==> src/rtl/irq_route_pkg.sv <==
package irq_route_pkg;
   localparam int unsigned ENT_W     = 64;
   localparam int unsigned BIT_DSTAT = 12;
   localparam int unsigned BIT_RIRR  = 14;
   localparam int unsigned BIT_TRIG  = 15;
   localparam int unsigned BIT_MASK  = 16;

   typedef enum logic [1:0] {
      SZ_BYTE = 2'd0,
      SZ_HALF = 2'd1,
      SZ_WORD = 2'd2,
      SZ_RSVD = 2'd3
   } acc_size_e;

   localparam logic [ENT_W-1:0] ENT_RESET = ENT_W'(1) << BIT_MASK;
endpackage

==> src/rtl/irq_route_sel_dec.sv <==
module irq_route_sel_dec #(
   parameter int unsigned SEL_W    = 8,
   parameter int unsigned TBL_BASE = 16,
   parameter int unsigned NPINS    = 24,
   parameter int unsigned IDX_W    = 5
) (
   input  logic [SEL_W-1:0] sel_i,
   output logic             is_id_o,
   output logic             is_ver_o,
   output logic             is_ent_o,
   output logic [IDX_W-1:0] idx_o,
   output logic             upper_o
);
   localparam logic [SEL_W-1:0] BASE_V = SEL_W'(TBL_BASE);
   localparam logic [SEL_W-1:0] PINS_V = SEL_W'(NPINS);

   logic [SEL_W-1:0] off;
   logic [SEL_W-1:0] slot;

   always_comb begin
      off      = sel_i - BASE_V;
      slot     = {1'b0, off[SEL_W-1:1]};
      is_id_o  = (sel_i == '0);
      is_ver_o = (sel_i == SEL_W'(1));
      is_ent_o = (sel_i >= BASE_V) && (slot < PINS_V);
      idx_o    = slot[IDX_W-1:0];
      upper_o  = off[0];
   end
endmodule

==> src/rtl/irq_route_entry.sv <==
module irq_route_entry
   import irq_route_pkg::*;
(
   input  logic             clk,
   input  logic             rst_n,
   input  logic             we_lo_i,
   input  logic             we_hi_i,
   input  logic [31:0]      wdata_i,
   input  logic             rirr_set_i,
   input  logic             rirr_clr_i,
   input  logic             dstat_i,
   output logic [ENT_W-1:0] q_o
);
   logic [ENT_W-1:0] merged;
   logic [ENT_W-1:0] nxt;
   logic             rirr_nxt;
   logic             sw_we;

   assign sw_we = we_lo_i | we_hi_i;

   always_comb begin
      merged = q_o;
      if (we_lo_i) merged[31:0]  = wdata_i;
      if (we_hi_i) merged[63:32] = wdata_i;
      // status bits are owned by the delivery engine, never by software
      rirr_nxt = rirr_set_i | (q_o[BIT_RIRR] & ~rirr_clr_i);
      if (sw_we && !merged[BIT_TRIG]) rirr_nxt = 1'b0;
      nxt            = merged;
      nxt[BIT_RIRR]  = rirr_nxt;
      nxt[BIT_DSTAT] = dstat_i;
   end

   always_ff @(posedge clk or negedge rst_n) begin
      if (!rst_n) q_o <= ENT_RESET;
      else        q_o <= nxt;
   end

   AST_EDGE_CLEARS_RIRR: assert property (@(posedge clk) disable iff (!rst_n)
      sw_we |=> (!q_o[BIT_TRIG] -> !q_o[BIT_RIRR]));
   AST_SW_NO_RIRR_SET: assert property (@(posedge clk) disable iff (!rst_n)
      (sw_we && !rirr_set_i && !q_o[BIT_RIRR]) |=> !q_o[BIT_RIRR]);
   AST_DSTAT_FOLLOWS: assert property (@(posedge clk) disable iff (!rst_n)
      dstat_i |=> q_o[BIT_DSTAT]);
endmodule

==> src/rtl/irq_route_regs.sv <==
module irq_route_regs
   import irq_route_pkg::*;
#(
   parameter int unsigned NPINS    = 24,
   parameter logic [7:0]  VERSION  = 8'h20,
   parameter int unsigned ADDR_W   = 8,
   parameter int unsigned SEL_W    = 8,
   parameter int unsigned TBL_BASE = 16,
   parameter int unsigned ID_LSB   = 24,
   parameter int unsigned ID_W     = 4,
   parameter int unsigned CNT_LSB  = 16,
   parameter int unsigned OFS_SEL  = 'h00,
   parameter int unsigned OFS_WIN  = 'h10,
   parameter int unsigned OFS_EOI  = 'h40
) (
   input  logic                   clk,
   input  logic                   rst_n,
   input  logic [ADDR_W-1:0]      addr_i,
   input  logic [31:0]            wdata_i,
   input  logic                   wr_i,
   input  logic [1:0]             size_i,
   output logic [31:0]            rdata_o,
   input  logic [NPINS-1:0]       rirr_set_i,
   input  logic [NPINS-1:0]       rirr_clr_i,
   input  logic [NPINS-1:0]       dstat_i,
   output logic [NPINS*ENT_W-1:0] tbl_o,
   output logic                   eoi_valid_o,
   output logic [7:0]             eoi_vector_o
);
   localparam int unsigned IDX_W = $clog2(NPINS);
   localparam logic [ADDR_W-1:0] A_SEL = ADDR_W'(OFS_SEL);
   localparam logic [ADDR_W-1:0] A_WIN = ADDR_W'(OFS_WIN);
   localparam logic [ADDR_W-1:0] A_EOI = ADDR_W'(OFS_EOI);
   localparam logic [7:0]        CNT_V = 8'(NPINS - 1);

   if (!(VERSION == 8'h11 || VERSION == 8'h20)) begin : g_bad_version
      $error("irq_route_regs: VERSION must be 8'h11 or 8'h20");
   end
   if (NPINS < 2 || NPINS > 256 || TBL_BASE + 2*NPINS > (1 << SEL_W)) begin : g_bad_pins
      $error("irq_route_regs: NPINS does not fit the select space");
   end
   if (ID_LSB + ID_W > 32 || CNT_LSB + 8 > 32 || CNT_LSB < 8) begin : g_bad_fields
      $error("irq_route_regs: field placement outside the 32-bit word");
   end

   logic [SEL_W-1:0] sel_q;
   logic [ID_W-1:0]  id_q;
   logic             is_id, is_ver, is_ent, upper;
   logic [IDX_W-1:0] idx;
   logic             win_wr;
   logic [ENT_W-1:0] ent_q [NPINS];
   logic [ENT_W-1:0] ent_rd;
   logic [31:0]      win_rd;

   irq_route_sel_dec #(
      .SEL_W(SEL_W), .TBL_BASE(TBL_BASE), .NPINS(NPINS), .IDX_W(IDX_W)
   ) u_dec (
      .sel_i(sel_q), .is_id_o(is_id), .is_ver_o(is_ver), .is_ent_o(is_ent),
      .idx_o(idx), .upper_o(upper)
   );

   assign win_wr = wr_i && (addr_i == A_WIN);

   always_ff @(posedge clk or negedge rst_n) begin
      if (!rst_n) begin
         sel_q <= '0;
         id_q  <= '0;
      end else begin
         if (wr_i && addr_i == A_SEL) sel_q <= wdata_i[SEL_W-1:0];
         if (win_wr && is_id)         id_q  <= wdata_i[ID_LSB +: ID_W];
      end
   end

   for (genvar i = 0; i < NPINS; i++) begin : g_ent
      logic hit;
      assign hit = win_wr && is_ent && (idx == IDX_W'(i));
      irq_route_entry u_ent (
         .clk(clk), .rst_n(rst_n),
         .we_lo_i(hit && !upper), .we_hi_i(hit && upper),
         .wdata_i(wdata_i),
         .rirr_set_i(rirr_set_i[i]), .rirr_clr_i(rirr_clr_i[i]),
         .dstat_i(dstat_i[i]),
         .q_o(ent_q[i])
      );
      assign tbl_o[i*ENT_W +: ENT_W] = ent_q[i];
   end

   always_comb begin
      ent_rd = '0;
      for (int i = 0; i < NPINS; i++)
         if (idx == IDX_W'(i)) ent_rd = ent_q[i];
   end

   always_comb begin
      win_rd = '0;
      if (is_id) begin
         win_rd[ID_LSB +: ID_W] = id_q;
      end else if (is_ver) begin
         win_rd[7:0]          = VERSION;
         win_rd[CNT_LSB +: 8] = CNT_V;
      end else if (is_ent) begin
         win_rd = upper ? ent_rd[63:32] : ent_rd[31:0];
      end
   end

   always_comb begin
      if (addr_i == A_SEL)      rdata_o = 32'(sel_q);
      else if (addr_i == A_WIN) rdata_o = win_rd;
      else                      rdata_o = '0;
   end

   if (VERSION == 8'h20) begin : g_eoi
      logic eoi_hit;
      assign eoi_hit = wr_i && (addr_i == A_EOI) && (size_i == SZ_WORD);
      always_ff @(posedge clk or negedge rst_n) begin
         if (!rst_n) begin
            eoi_valid_o  <= 1'b0;
            eoi_vector_o <= '0;
         end else begin
            eoi_valid_o <= eoi_hit;
            if (eoi_hit) eoi_vector_o <= wdata_i[7:0];
         end
      end
   end else begin : g_no_eoi
      assign eoi_valid_o  = 1'b0;
      assign eoi_vector_o = '0;
   end

   AST_SEL_HOLD: assert property (@(posedge clk) disable iff (!rst_n)
      !(wr_i && addr_i == A_SEL) |=> $stable(sel_q));
   AST_EOI_CAUSE: assert property (@(posedge clk) disable iff (!rst_n)
      eoi_valid_o |-> ($past(wr_i) && $past(addr_i) == A_EOI
                       && $past(size_i) == SZ_WORD && VERSION == 8'h20));
   AST_EOI_VECTOR: assert property (@(posedge clk) disable iff (!rst_n)
      eoi_valid_o |-> (eoi_vector_o == $past(wdata_i[7:0])));
   AST_OOR_READ_ZERO: assert property (@(posedge clk) disable iff (!rst_n)
      (addr_i == A_WIN && !is_id && !is_ver && !is_ent) |-> (rdata_o == '0));
endmodule

==> config.mk <==
export PLATFORM = sky130hd
export DESIGN_NAME = irq_route_regs
export DESIGN_NICKNAME = d
export VERILOG_FILES = /design/src/rtl/irq_route_pkg.sv /design/src/rtl/irq_route_sel_dec.sv /design/src/rtl/irq_route_entry.sv /design/src/rtl/irq_route_regs.sv
export SDC_FILE = /design/constraint.sdc
export NUM_CORES = 2
export LEC_CHECK = 0
export ABC_AREA = 1
export CORE_AREA = 2 2 664 666
export DETAILED_ROUTE_END_ITERATION = 10
export DIE_AREA = 0 0 666 668
export GPL_ROUTABILITY_DRIVEN = 0
export MAX_ROUTING_LAYER = met4
export PLACE_DENSITY = 0.4
export SLEW_MARGIN = 20
export SYNTH_ARGS = -nofsm -noshare
export SYNTH_HDL_FRONTEND = slang
export SYNTH_SLANG_ARGS = --single-unit
==> constraint.sdc <==
create_clock -name clk -period 9.4 [get_ports clk]
set_input_delay 2.35 -clock clk [delete_from_list [all_inputs] [get_ports clk]]
set_output_delay 2.35 -clock clk [all_outputs]
set_load 0.02 [all_outputs]
==> results.yml <==
status:
  outcome: "finished, final reports clean"
sta:
  rsz0062_at_grt: "no"
  final-setup-viol-count: 0
  worst_pin_slew_ns: 1.15
  hold_viol: 0
  setup_tns_ns: 0
  max_freq_ghz: 0.107
  worst_slack_ns: 0.0539
  period_share_pct: 99.4
  slew_viol_final: 0
  fin_crit_ns: 9.35
  clock_skew_ns: 0.0712
  worst_hold_slack_ns: 0.492
  slew_headroom_pct: 23.5
worst_setup_path:
  cp_cell_sequence: "inv_2 > ha_2 > nand3_2 > inv_2 > buf_4 > a21oi_1 > buf_4 > nand4_1 > a21oi_1 > nand4_1 > nor2_1 > nand4_1 > o21ai_1 > buf_4 > nand3_1 > nand2_1 > nand3_1 > nand2_2 > nand4_1 > nand2_1 > nor2_1 > clkdlybuf4s50_1"
  worstPathArrival_ns: 7.00
  path_class: "flip-flop to output pin"
  reg2reg_depth: 12
  crit_path_frequent_cell: "nand4_1"
  r2r_slack_ns: 4.56
  worst-path-buf-inv: 6
  path_delay_family: "simple AND/OR/NAND/NOR gates"
  critPathMaxFanout: 20
  r2r-end: "g_ent[11].u_ent.q_o[54]"
  cpMaxStageDelayCell: "clkdlybuf4s50_1"
  r2r-start: "sel_q[6]"
  slowest_delay_ns: 0.64
  crit_required_ns: 7.05
  cp-end-kind: "output pin"
  worst_setup_path_start_kind: "flip-flop"
die:
  start_util_pct: 15.6
  io_pins: 1694
  die_w_um: 666
  core_mm2: 0.437
  die_h_um: 668
  rows: 243
  die_area_mm2: 0.445
place:
  port_buffers: 1693
  post-place-ws_ns: -0.818
  dpl.hpwl_mm: 488
  dpl_cell_area_mm2: 0.0922
clocking:
  cts_root_buf: "clkbuf_16"
  clkTransAtPathRegs_ns: 0.06
  hold_buffers: 0
  numCtsBuffers: 207
  cts_tree: "yes"
  clk_latency_ns: 0.96
  htree_levels: 4
  cts_sinks: 1557
  ctsLongestPathBuffers: 4
synthesis:
  synth.avg_cell_area_um2: 8.28
  syn-instance-count: 8249
  yosysTopAreaCell: "dfrtp_1"
  ys.flop_type: "dfrtp_1"
  yosys.cell_count.top_type: "nand2_1"
  synth-edff-count: 0
  synthTopCellsByCount: "nand2_1, dfrtp_1, o21ai_0, clkbuf_1, inv_1"
  synth_top_area_share_pct: 56.2
  ys_seq_area_share_pct: 57.1
  yosysWarnings: 0
  syn_nets: 8368
  synth_area_mm2: 0.0683
  synth-seq-cells: 1557
  yosysUniqueCellTypes: 37
  synthArstFlopShare_pct: 100
  ys_top_cells_by_area: "dfrtp_1, nand2_1, o21ai_0"
route:
  vias: 71474
  ant_nets: 0
  drc: 0
  firstDrtPassIters: 6
  routed_wirelength_mm: 622
  dr.first_iter.drc_count: 9858
  wire_per_inst_um: 39.5
  routed_via_density: 4.54
final_layout:
  area_growth_pct: 46.4
  drive_gt1_share_pct: 9.47
  postLayoutCoreUtil_pct: 22.9
  final_nets: 9860
  final_area_mm2: 0.100
power:
  p_int_uw: 12000
  p_leak_uw: 0.0410
  ir_worst_vdd_v: 0.000147
  pwr-share-seq_pct: 41.4
  p_sw_share_pct: 26.4
  pwr-share-clk_pct: 53.7
  switchingPower_uw: 4290
  comb_power_share_pct: 4.8
  p_per_area_mw_per_mm2: 163
global_routing:
  grt_max_degree: 136
  grt_pass1_wl_mm: 775
  grt_pass1_vias: 64643
  antenna_found_initial: 99
  grt_usage_pct: 27.7
  overflow: 0
worst_hold_path:
  hold-path-endpoint: "eoi_vector_o[0]"
  hold_path_startpoint: "eoi_vector_o[0]"
  min_path_cells: 2
  hp-class: "flip-flop to flip-flop"
run:
  drv_cap: 0
==> power groups by stage <==
| stage | clock (µW) | sequential [µW] | combinational [µW] |
|---|---|---|---|
| 3_5_place_dp | 0 | 6860 | 797 |
| 4_1_cts | 8870 | 6740 | 799 |
| 5_1_grt | 9090 | 6740 | 816 |
| 6_report | 8740 | 6740 | 789 |
| 2_1_floorplan | 0 | 6870 | 156 |
| 3_3_place_gp | 0 | 6860 | 800 |
==> area by class of cell <==
cell class	instances	area, µm²
fill	48008	337000
sequential	1557	39000
multi-input combinational	5684	25900
timing repair buffer	1926	19000
tap	5757	7200
clock buffer	315	6180
inverter	365	1450
clock inverter	66	1030
antenna	77	193
==> repair_timing <==
item	4_1_cts	5_1_grt
resized for setup	104	7
pin swaps	24	5
setup buffers	7	0
gates cloned	0	0
setup endpoints to repair	26	22
==> per-stage QoR <==
stage | power [µW] | std cells
2_1_floorplan | 7020 | 8249
3_3_place_gp | 7660 | 15281
3_5_place_dp | 7660 | 15282
4_1_cts | 16400 | 15670
5_1_grt | 16700 | 15705
6_report | 16300 | 15747
==> worst max path at each step <==
stage / from / slack (ns) / to / depth (start not counted)
2_1_floorplan: addr_i[1] / 3.09 / rdata_o[31] / 8
3_3_place_gp: sel_q[4] / -0.79 / rdata_o[28] / 25
3_5_place_dp: sel_q[4] / -0.82 / rdata_o[28] / 25
4_1_cts: sel_q[4] / -0.04 / rdata_o[28] / 22
5_1_grt: sel_q[4] / 0.02 / rdata_o[13] / 22
6_report: sel_q[4] / 0.05 / rdata_o[23] / 22
==> cell usage in the layout (no fill, tap or decap), types with 77 or more instances in the layout <==
cell | netlist | final
a21oi_1 | 193 | 176
buf_4 | 8 | 212
clkbuf_16 | 0 | 211
clkdlybuf4s50_1 | 0 | 1687
dfrtp_1 | 1533 | 1531
diode_2 | 0 | 77
inv_1 | 355 | 317
nand2_1 | 2973 | 2957
nand3_1 | 160 | 132
nand4_1 | 255 | 255
nor2_1 | 327 | 278
o21ai_0 | 1493 | 1481
or2_2 | 142 | 142
==> tightest hold or removal path, cell delays in order, from the launching register on <==
cell and delay, ns:
dfrtp_1 0.35, nand2_1 0.05, o21ai_0 0.06
==> state kept, by name, indices dropped and copies added (netlist names) <==
signal / flops
eoi_valid_o: 1
eoi_vector_o: 8
g_ent.u_ent.q_o: 1536
id_q: 4
sel_q: 8
==> routing by layer <==
layer	vias up	GRT usage, %	wire length (µm)
met1	36711	34.1	252000
met2	4149	43.6	287000
met4	0	10.8	29000
met5	-	-	0
met3	710	6.73	53600
li1	29904	-	-
==> cells by family after synthesis <==
kind of cell    Yosys count  share of synthesized area [%]
compound gates         1774                           13.1
fa+ha+maj                 2                         0.0366
flops                  1557                           57.1
mux                       1                         0.0147
buf+inv                1008                           5.95
xor+xnor                  1                         0.0128
simple gates           3906                           23.8
Note: power is estimated with default switching activity, not from simulation.
